$ cat config.mk
export PLATFORM = sky130hd
export DESIGN_NAME = hp_bin_timer
export DESIGN_NICKNAME = d
export VERILOG_FILES = /design/src/rtl/hbt_pkg.sv /design/src/rtl/hbt_bin_seq.sv /design/src/rtl/hbt_irq_gen.sv /design/src/rtl/hp_bin_timer.sv
export SDC_FILE = /design/constraint.sdc
export NUM_CORES = 1
export LEC_CHECK = 0
export BUFFER_PORTS_ARGS = -buffer_cell sky130_fd_sc_hd__buf_2
export CORE_ASPECT_RATIO = 0.9
export CORE_UTILIZATION = 54
export DETAILED_ROUTE_END_ITERATION = 8
export HOLD_SLACK_MARGIN = 0.06
export PLACE_DENSITY = 0.83
export SYNTH_ARGS = -nofsm -noshare
export SYNTH_HDL_FRONTEND = slang
export SYNTH_SLANG_ARGS = --single-unit
$ cat constraint.sdc
create_clock -name clk -period 4.85 [get_ports clk]
set_input_delay 0.2425 -clock clk [delete_from_list [all_inputs] [get_ports clk]]
set_output_delay 0.2425 -clock clk [all_outputs]
set_load 0.1 [all_outputs]
$ cat src/rtl/hbt_pkg.sv
package hbt_pkg;
  localparam int unsigned BINS_PER_HALF = 8;
  localparam int unsigned MIN_HP        = BINS_PER_HALF;

  // half-period after clamping to at least one tick per bin
  function automatic int unsigned hbt_eff_hp(int unsigned hp);
    return (hp < MIN_HP) ? MIN_HP : hp;
  endfunction

  // ticks spent in a bin; the final bin of a half absorbs the remainder
  function automatic int unsigned hbt_bin_len(int unsigned hp, logic [2:0] sub);
    int unsigned base;
    base = hp / BINS_PER_HALF;
    return (sub == 3'd7) ? (hp - 7 * base) : base;
  endfunction

  // interrupt position match for a bin being entered
  function automatic logic hbt_irq_hit(logic [3:0] bin, logic [3:0] idx);
    return idx[3] ? (bin == idx) : (bin[2:0] == idx[2:0]);
  endfunction
endpackage

$ cat src/rtl/hbt_bin_seq.sv
module hbt_bin_seq
  import hbt_pkg::*;
#(
  parameter int HPW = 16
) (
  input  logic           clk,
  input  logic           rst_n,
  input  logic           tick_i,
  input  logic           en_i,
  input  logic [HPW-1:0] hp_i,
  output logic [3:0]     bin_o,
  output logic           stb_o,
  output logic           adv_o,
  output logic [3:0]     nxt_bin_o
);
  logic [HPW-1:0] hp_act;
  logic [HPW-1:0] cnt;
  logic [HPW-1:0] len;
  logic [HPW-1:0] hp_load;
  logic           half_end;

  assign hp_load   = HPW'(hbt_eff_hp(32'(hp_i)));
  assign len       = HPW'(hbt_bin_len(32'(hp_act), bin_o[2:0]));
  assign adv_o     = en_i && tick_i && (({1'b0, cnt} + 1'b1) >= {1'b0, len});
  assign nxt_bin_o = bin_o + 4'd1;
  assign half_end  = adv_o && (bin_o[2:0] == 3'd7);

  always_ff @(posedge clk or negedge rst_n) begin
    if (!rst_n) begin
      hp_act <= HPW'(MIN_HP);
      cnt    <= '0;
      bin_o  <= '0;
      stb_o  <= 1'b0;
    end else if (!en_i) begin
      hp_act <= hp_load;
      cnt    <= '0;
      bin_o  <= '0;
      stb_o  <= 1'b0;
    end else begin
      stb_o <= adv_o;
      if (adv_o) begin
        cnt   <= '0;
        bin_o <= nxt_bin_o;
      end else if (tick_i) begin
        cnt <= cnt + 1'b1;
      end
      if (half_end) hp_act <= hp_load;
    end
  end


  stb_step_chk: assert property (@(posedge clk) disable iff (!rst_n)
    stb_o |-> (bin_o == $past(bin_o) + 4'd1));


  bin_hold_chk: assert property (@(posedge clk) disable iff (!rst_n)
    (en_i && $past(en_i) && !stb_o) |-> $stable(bin_o));


  idle_zero_chk: assert property (@(posedge clk) disable iff (!rst_n)
    !$past(en_i) |-> (bin_o == 4'd0 && !stb_o));
endmodule

$ cat src/rtl/hbt_irq_gen.sv
module hbt_irq_gen
  import hbt_pkg::*;
#(
  parameter int DIVW = 8
) (
  input  logic            clk,
  input  logic            rst_n,
  input  logic            en_i,
  input  logic            adv_i,
  input  logic [3:0]      nxt_bin_i,
  input  logic [3:0]      idx_i,
  input  logic [DIVW-1:0] div_i,
  input  logic            irq_en_i,
  input  logic            clr_i,
  input  logic            stb_i,
  output logic            pulse_o,
  output logic            flag_o
);
  logic [DIVW-1:0] pcnt_q;
  logic [DIVW-1:0] pcnt_d;
  logic [DIVW:0]   pcnt_inc;
  logic            wrap;
  logic            fire;

  assign wrap     = adv_i && (nxt_bin_i == 4'd0);
  assign pcnt_inc = {1'b0, pcnt_q} + 1'b1;

  always_comb begin
    pcnt_d = pcnt_q;
    if (wrap) pcnt_d = (pcnt_inc >= {1'b0, div_i}) ? '0 : pcnt_inc[DIVW-1:0];
  end

  assign fire = adv_i && irq_en_i && hbt_irq_hit(nxt_bin_i, idx_i) && (pcnt_d == '0);

  always_ff @(posedge clk or negedge rst_n) begin
    if (!rst_n) begin
      pcnt_q  <= '0;
      pulse_o <= 1'b0;
      flag_o  <= 1'b0;
    end else begin
      pcnt_q  <= en_i ? pcnt_d : '0;
      pulse_o <= en_i && fire;
      flag_o  <= (en_i && fire) || (flag_o && !clr_i);
    end
  end


  irq_on_stb_chk: assert property (@(posedge clk) disable iff (!rst_n)
    pulse_o |-> stb_i);


  irq_gated_chk: assert property (@(posedge clk) disable iff (!rst_n)
    pulse_o |-> $past(irq_en_i));


  irq_period_chk: assert property (@(posedge clk) disable iff (!rst_n)
    pulse_o |-> (pcnt_q == '0));


  flag_set_chk: assert property (@(posedge clk) disable iff (!rst_n)
    pulse_o |-> flag_o);
endmodule

$ cat src/rtl/hp_bin_timer.sv
module hp_bin_timer
  import hbt_pkg::*;
#(
  parameter int HPW  = 16,
  parameter int DIVW = 8
) (
  input  logic            clk,
  input  logic            rst_n,
  input  logic            tick_i,
  input  logic            en_i,
  input  logic [HPW-1:0]  half_period_i,
  input  logic [3:0]      irq_idx_i,
  input  logic [DIVW-1:0] irq_div_i,
  input  logic            pol_inv_i,
  input  logic            irq_en_i,
  input  logic            irq_clr_i,
  output logic [3:0]      bin_idx_o,
  output logic            bin_stb_o,
  output logic            drive_pol_o,
  output logic            irq_pulse_o,
  output logic            irq_flag_o
);
  logic       bin_adv;
  logic [3:0] bin_nxt;

  hbt_bin_seq #(.HPW(HPW)) seq_i (
    .clk       (clk),
    .rst_n     (rst_n),
    .tick_i    (tick_i),
    .en_i      (en_i),
    .hp_i      (half_period_i),
    .bin_o     (bin_idx_o),
    .stb_o     (bin_stb_o),
    .adv_o     (bin_adv),
    .nxt_bin_o (bin_nxt)
  );

  hbt_irq_gen #(.DIVW(DIVW)) irq_i (
    .clk       (clk),
    .rst_n     (rst_n),
    .en_i      (en_i),
    .adv_i     (bin_adv),
    .nxt_bin_i (bin_nxt),
    .idx_i     (irq_idx_i),
    .div_i     (irq_div_i),
    .irq_en_i  (irq_en_i),
    .clr_i     (irq_clr_i),
    .stb_i     (bin_stb_o),
    .pulse_o   (irq_pulse_o),
    .flag_o    (irq_flag_o)
  );

  assign drive_pol_o = bin_idx_o[3] ^ pol_inv_i;


  pol_half_chk: assert property (@(posedge clk) disable iff (!rst_n)
    (bin_stb_o && bin_idx_o == 4'd8) |-> (drive_pol_o != $past(drive_pol_o) || pol_inv_i != $past(pol_inv_i)));
endmodule

==> results of run 1 <==
[logic make-up after synthesis]
family	after synthesis	synth area share
flip-flops	47	0.251
adder cells (fa/ha/maj)	74	0.236
multiplexers	14	0.0302
buffers and inverters	91	0.0774
AO/OA/AOI/OAI	113	0.167
XOR/XNOR	40	0.0748
AND/OR/NAND/NOR	150	0.163
[metal layers]
layer	GRT usage	part of all wire
met4	0.0930	0.059
met1	0.355	0.38
met3	0.0457	0.089
met5	0	0
met2	0.453	0.47
[power by group]
part / switching [mW] / total [mW] / leakage (nW) / internal (mW)
Clock: 0.163 / 0.373 / 0.0703 / 0.210
Sequential: 0.0138 / 0.419 / 0.625 / 0.406
Combinational: 0.779 / 1.42 / 2.39 / 0.639
[state kept, by name, summed over array words and instances, names as in the netlist]
signal / flops
seq_i.hp_act: 16
seq_i.cnt: 16
irq_i.pulse_o: 1
seq_i.stb_o: 1
irq_i.pcnt_q: 8
irq_i.flag_o: 1
seq_i.bin_o: 4
[metrics by stage]
stage,std cells,setup TNS [ps],setup slack [ps],power [mW],hold WS [ps]
5_1_grt,751,-24920,-747,2.30,102
4_1_cts,733,-1470,-112,1.87,112
6_report,751,-17560,-591,2.21,103
3_5_place_dp,712,-9780,-351,1.38,448
3_3_place_gp,712,-3930,-216,1.34,448
2_1_floorplan,529,0,10.6,1.11,-53.1
[placed cells by master, fill, tap and decap left out, drive strengths merged, types with 7 or more instances in the layout]
cell,instances
and3,10
fa,24
nand2,32
inv,78
xnor2,20
a21oi,20
clkbuf,7
nand2b,7
dfrtp,46
mux2i,13
nand3,28
ha,50
a32o,8
nor3,9
buf,110
nor2,34
xor2,20
o21ai,46
[worst max-delay path: cells and delay by family, from the launching register on]
family / cells / cell delay, ps
fa+ha+maj: 4 / 1490
buf+inv: 9 / 1190
flops: 1 / 400
mux: 1 / 90
compound gates: 8 / 1190
simple gates: 6 / 810
xor+xnor: 1 / 160
[cell type report]
type,instances,area share
Multi-Input combinational cell,392,0.575
Sequential cell,47,0.190
Clock inverter,3,0.0115
Inverter,77,0.0469
Tap cell,115,0.0232
Timing Repair Buffer,112,0.142
Clock buffer,5,0.0111
[what timing repair did]
action / 4_1_cts / 5_1_grt
setup endpoints to repair: 47 / 47
resized for setup: 39 / 87
gates cloned: 2 / 2
hold endpoints to repair: 0 / 0
pin swaps: 19 / 41
setup buffers: 11 / 18
[worst paths after layout]
kind                       cells after the start         endpoint  slack [ps]
min reg2reg                                    2     irq_i.flag_o         550
min in group asynchronous                      1  irq_i.pcnt_q[7]         110
max reg2reg                                   29  seq_i.hp_act[3]        -590
max in group asynchronous                      1     seq_i.cnt[9]        4050
min                                            2     irq_i.flag_o         100
max                                           29  seq_i.hp_act[3]        -590
==> results.toml, run 1 <==
[drt]
drc = 0
drt-vias-per-instance = 6.33
first_pass_iters = 5
post_drt_wl_per_cell_microns = 20.2
routed_wl_mm = 15.2
drt_iter0_markers = 358
num_vias = 4751
ant_nets = 0

[cells_and_area]
nFillCells = 481
syn_to_final_growth_pct = 32.6
postLayoutCellArea_sq_um = 6210
layout.area.seq_sq_um = 1180
antennaDiodeCount = 0
multi_input_area_sq_um = 3570
drive_above_1_share = 0.324
fin_util = 0.755
nets = 744

[global_route]
grt_pass1_wl_mm = 19.9
antenna_found_initial = 0
grt_max_degree = 48
grt_overflow_total = 0
track_usage = 0.272
first_global_vias = 4307

[setup_path]
timing.critical_path.mode_cell = "o21ai_4"
end_kind = "register"
start_kind = "register"
max_stage_delay_ps = 430
crit_fanout = 8
critPathSlowestCell = "fa_1"
crit_start = "seq_i.hp_act[6]"
path_class = "reg -> reg"
required_ps = 5100
r2r-start = "seq_i.hp_act[6]"
arrival_ps = 5690

[clocking]
clock_sinks = 47
htree_levels = 2
cts_tree = "yes"
insertion_delay_ps = 330
hold_buffers = 0
cts_buffers = 5
clockRootBuffer = "clkbuf_8"
clockBufferDepth = 2
clk_pin_slew_ps = 110

[timing]
max_freq_mhz = 184
worst_pin_slew_ps = 1140
setup_slack_ps = -591
finalHoldViolCount = 0
rsz0062_at_grt = "true"
fin_crit_sh = 1.12
slew_headroom = 0.242
setup_viol = 47
clock-skew-final_ps = 14.0
final_max_slew_viol_count = 0
period_minus_slack_ps = 5440

[logic_synthesis]
synth_fp_nets = 638
synth-edff-count = 0
yosysMostFrequentCell = "inv_1"
postSynthAreaPerCell_sq_um = 8.86
ys_seq_elements = 47
synthCells = 529
yosysTopAreaCell = "dfrtp_1"
ys_warn_count = 0
synth_top_area_frac = 0.246
synth_common_cells = "inv_1 (76), ha_1 (50), dfrtp_1 (46), o21ai_0 (35), nor2_1 (34)"
syn_area_sq_um = 4690
yosysUniqueCellTypes = 57
synthTopCellsByArea = "dfrtp_1 (25%), ha_1 (13%), fa_1 (10%), inv_1 (6.1%), o21ai_0 (3.7%)"
synth.yosys.seq_area_share = 0.251
synthArstFlopShare = 1.00
ys.flop_type = "dfrtp_1"

[die]
die_area_sq_um = 9050
die_h_microns = 90.4
placementRows = 31
core_area_sq_um = 8220
start_util = 0.570
fp.dieW_microns = 100
io-pin-count = 43

[hold_path]
min_path_type = "in -> reg"
hp-start = "irq_clr_i"

[pwr]
power_density_nw_per_um2 = 356
peakVddDrop_mv = 0.240
power_leakage_nw = 3.09

[place]
placed_cell_area_sq_um = 5330
port_buffers = 42
dp_hpwl_mm = 8.16
place.gp.congestion = 0.866

[run_status]
status = "complete, but fails checks"
violations = "negative setup slack"

[flow_run]
drv_cap = 0
(Power assumes the default switching activity.)
==> inputs of run 2 (changes only) <==
--- a/config.mk
+++ b/config.mk
@@ -11,6 +11,7 @@
 export DETAILED_ROUTE_END_ITERATION = 8
 export HOLD_SLACK_MARGIN = 0.06
 export PLACE_DENSITY = 0.83
+export RECOVER_POWER = 50
 export SYNTH_ARGS = -nofsm -noshare
 export SYNTH_HDL_FRONTEND = slang
 export SYNTH_SLANG_ARGS = --single-unit
==> run 2 against run 1 <==
Against the previous run: the flow finishes with violations (max-capacitance violations, max-slew violations, negative setup slack); critical endpoint unchanged; clock skew is 2.8 ps higher; sequential share of layout area hardly changed; utilization hardly changed; routed wire length is 0.18% higher; first-iteration DRC count stayed put; power hardly changed; worst hold slack worse by 3.5 ps; fmax hardly changed; register-to-register slack hardly changed; critical path depth stayed put; final cell count stayed put.
==> results.toml, run 2 (synthesis gave the netlist of run 1 again) <==
[drt]
first_pass_iters = 5
ant_nets = 0
drc = 0
num_vias = 4748
drt_iter0_markers = 358
routed_wl_mm = 15.2
post_drt_wl_per_cell_microns = 20.2
drt-vias-per-instance = 6.32

[setup_path]
end_kind = "register"
timing.critical_path.mode_cell = "o21ai_4"
rr_worst_depth = 29
cpLargestDelayFamily = "adder cells"
required_ps = 5100
path_class = "reg -> reg"
crit_fanout = 8
worst-path-buf-inv = 9
arrival_ps = 5690
critPathSlowestCell = "fa_1"
path_depth = 29
start_kind = "register"
max_stage_delay_ps = 430

[pwr]
clkPwrFrac = 0.169
p_comb_frac = 0.641
peakVddDrop_mv = 0.240
p_sw_uw = 957
power_density_nw_per_um2 = 356
power_leakage_nw = 3.08
p_int_mw = 1.25
seqPwrFrac = 0.190
swShare = 0.433

[cells_and_area]
nets = 744
syn_to_final_growth_pct = 32.6
drive_above_1_share = 0.322
antennaDiodeCount = 0
layout_commonest_cell = "inv_1"
layout_common_cells = "inv_1 (65), buf_4 (47), dfrtp_1 (46)"
reg_top3 = "seq_i.cnt (16), seq_i.hp_act (16), irq_i.pcnt_q (8)"
fin_util = 0.755

[timing]
period_minus_slack_ps = 5440
setup_slack_ps = -589
clock-skew-final_ps = 16.8
fin_crit_sh = 1.12
slew_headroom = -0.766
final_max_slew_viol_count = 48
worst_pin_slew_ps = 2650
rsz0062_at_grt = "true"
max_freq_mhz = 184
finalHoldViolCount = 0
setup_viol = 47

[clocking]
clockRootBuffer = "clkbuf_8"
clk_pin_slew_ps = 110
cts_buffers = 5
insertion_delay_ps = 330
clock_sinks = 47
htree_levels = 2
hold_buffers = 0
cts_tree = "yes"
clockBufferDepth = 2

[global_route]
first_global_vias = 4307
antenna_found_initial = 0
track_usage = 0.272
grt_max_degree = 48
grt_overflow_total = 0
grt_pass1_wl_mm = 19.9

[place]
dp_hpwl_mm = 8.16
port_buffers = 42
place.gp.congestion = 0.866
preCtsSetupSlack_ps = -351

[die]
fp.dieW_microns = 100
die_h_microns = 90.4
die_area_sq_um = 9050
placementRows = 31
core_area_sq_um = 8220
start_util = 0.570
io-pin-count = 43

[flow_run]
drv_cap = 1

[run_status]
violations = "max-capacitance violations, max-slew violations, negative setup slack"
status = "complete, but fails checks"

[hold_path]
worstHoldPathCells = 2
min_path_type = "in -> reg"
==> run 2: changes by cell type in the layout (fill, tap and decap cells not counted) <==
cell      change
buf_2         -1
clkbuf_1      +1
==> run 2: per-layer routing <==
layer,up-vias,part of all wire,GRT usage,routed length [microns]
met4,0,0.059,0.0930,897
li1,2039,-,-,-
met3,116,0.088,0.0457,1330
met1,2266,0.38,0.355,5730
met5,-,0,0,0
met2,327,0.48,0.453,7230
==> run 2: final timing paths <==
check                                startpoint         endpoint  slack (ps)
worst max-delay path            seq_i.hp_act[6]  seq_i.hp_act[3]        -590
worst min-delay path                  irq_clr_i     irq_i.flag_o         100
worst max register to register  seq_i.hp_act[6]  seq_i.hp_act[3]        -590
worst min register to register     irq_i.flag_o     irq_i.flag_o         550
max in group asynchronous                 rst_n     seq_i.cnt[9]        2610
min in group asynchronous                 rst_n  irq_i.pcnt_q[7]         730
==> run 2: layout make-up <==
class                      instances  area (sq um)
clock buffer                       5          68.8
clock inverter                     3          71.3
fill                             481          2010
inverter                          77           292
multi-input combinational        392          3570
sequential                        47          1180
tap                              115           144
timing repair buffer             112           883
==> run 2: metrics by stage <==
step / cells / hold WS, ps / instance area, sq um / power (mW) / TNS (ps)
final: 751 / 99.5 / 6210 / 2.21 / -17480
after global placement: 712 / 448 / 5330 / 1.34 / -3930
after global routing: 751 / 102 / 6210 / 2.30 / -24920
after detailed placement: 712 / 448 / 5330 / 1.38 / -9780
after CTS: 733 / 112 / 5760 / 1.87 / -1470
after floorplan: 529 / -53.1 / 4730 / 1.11 / 0
==> run 2: timing repair <==
action,4_1_cts,5_1_grt
gates resized for setup,39,87
endpoints found under the setup margin,47,47
cloned,2,2
pin swaps,19,41
buffers inserted,11,18
==> run 2: power groups by stage <==
stage,registers (mW),clock network (mW),logic (mW)
5_1_grt,0.421,0.390,1.48
3_5_place_dp,0.425,0,0.955
4_1_cts,0.418,0.372,1.08
3_3_place_gp,0.424,0,0.915
6_report,0.420,0.374,1.42
2_1_floorplan,0.424,0,0.685
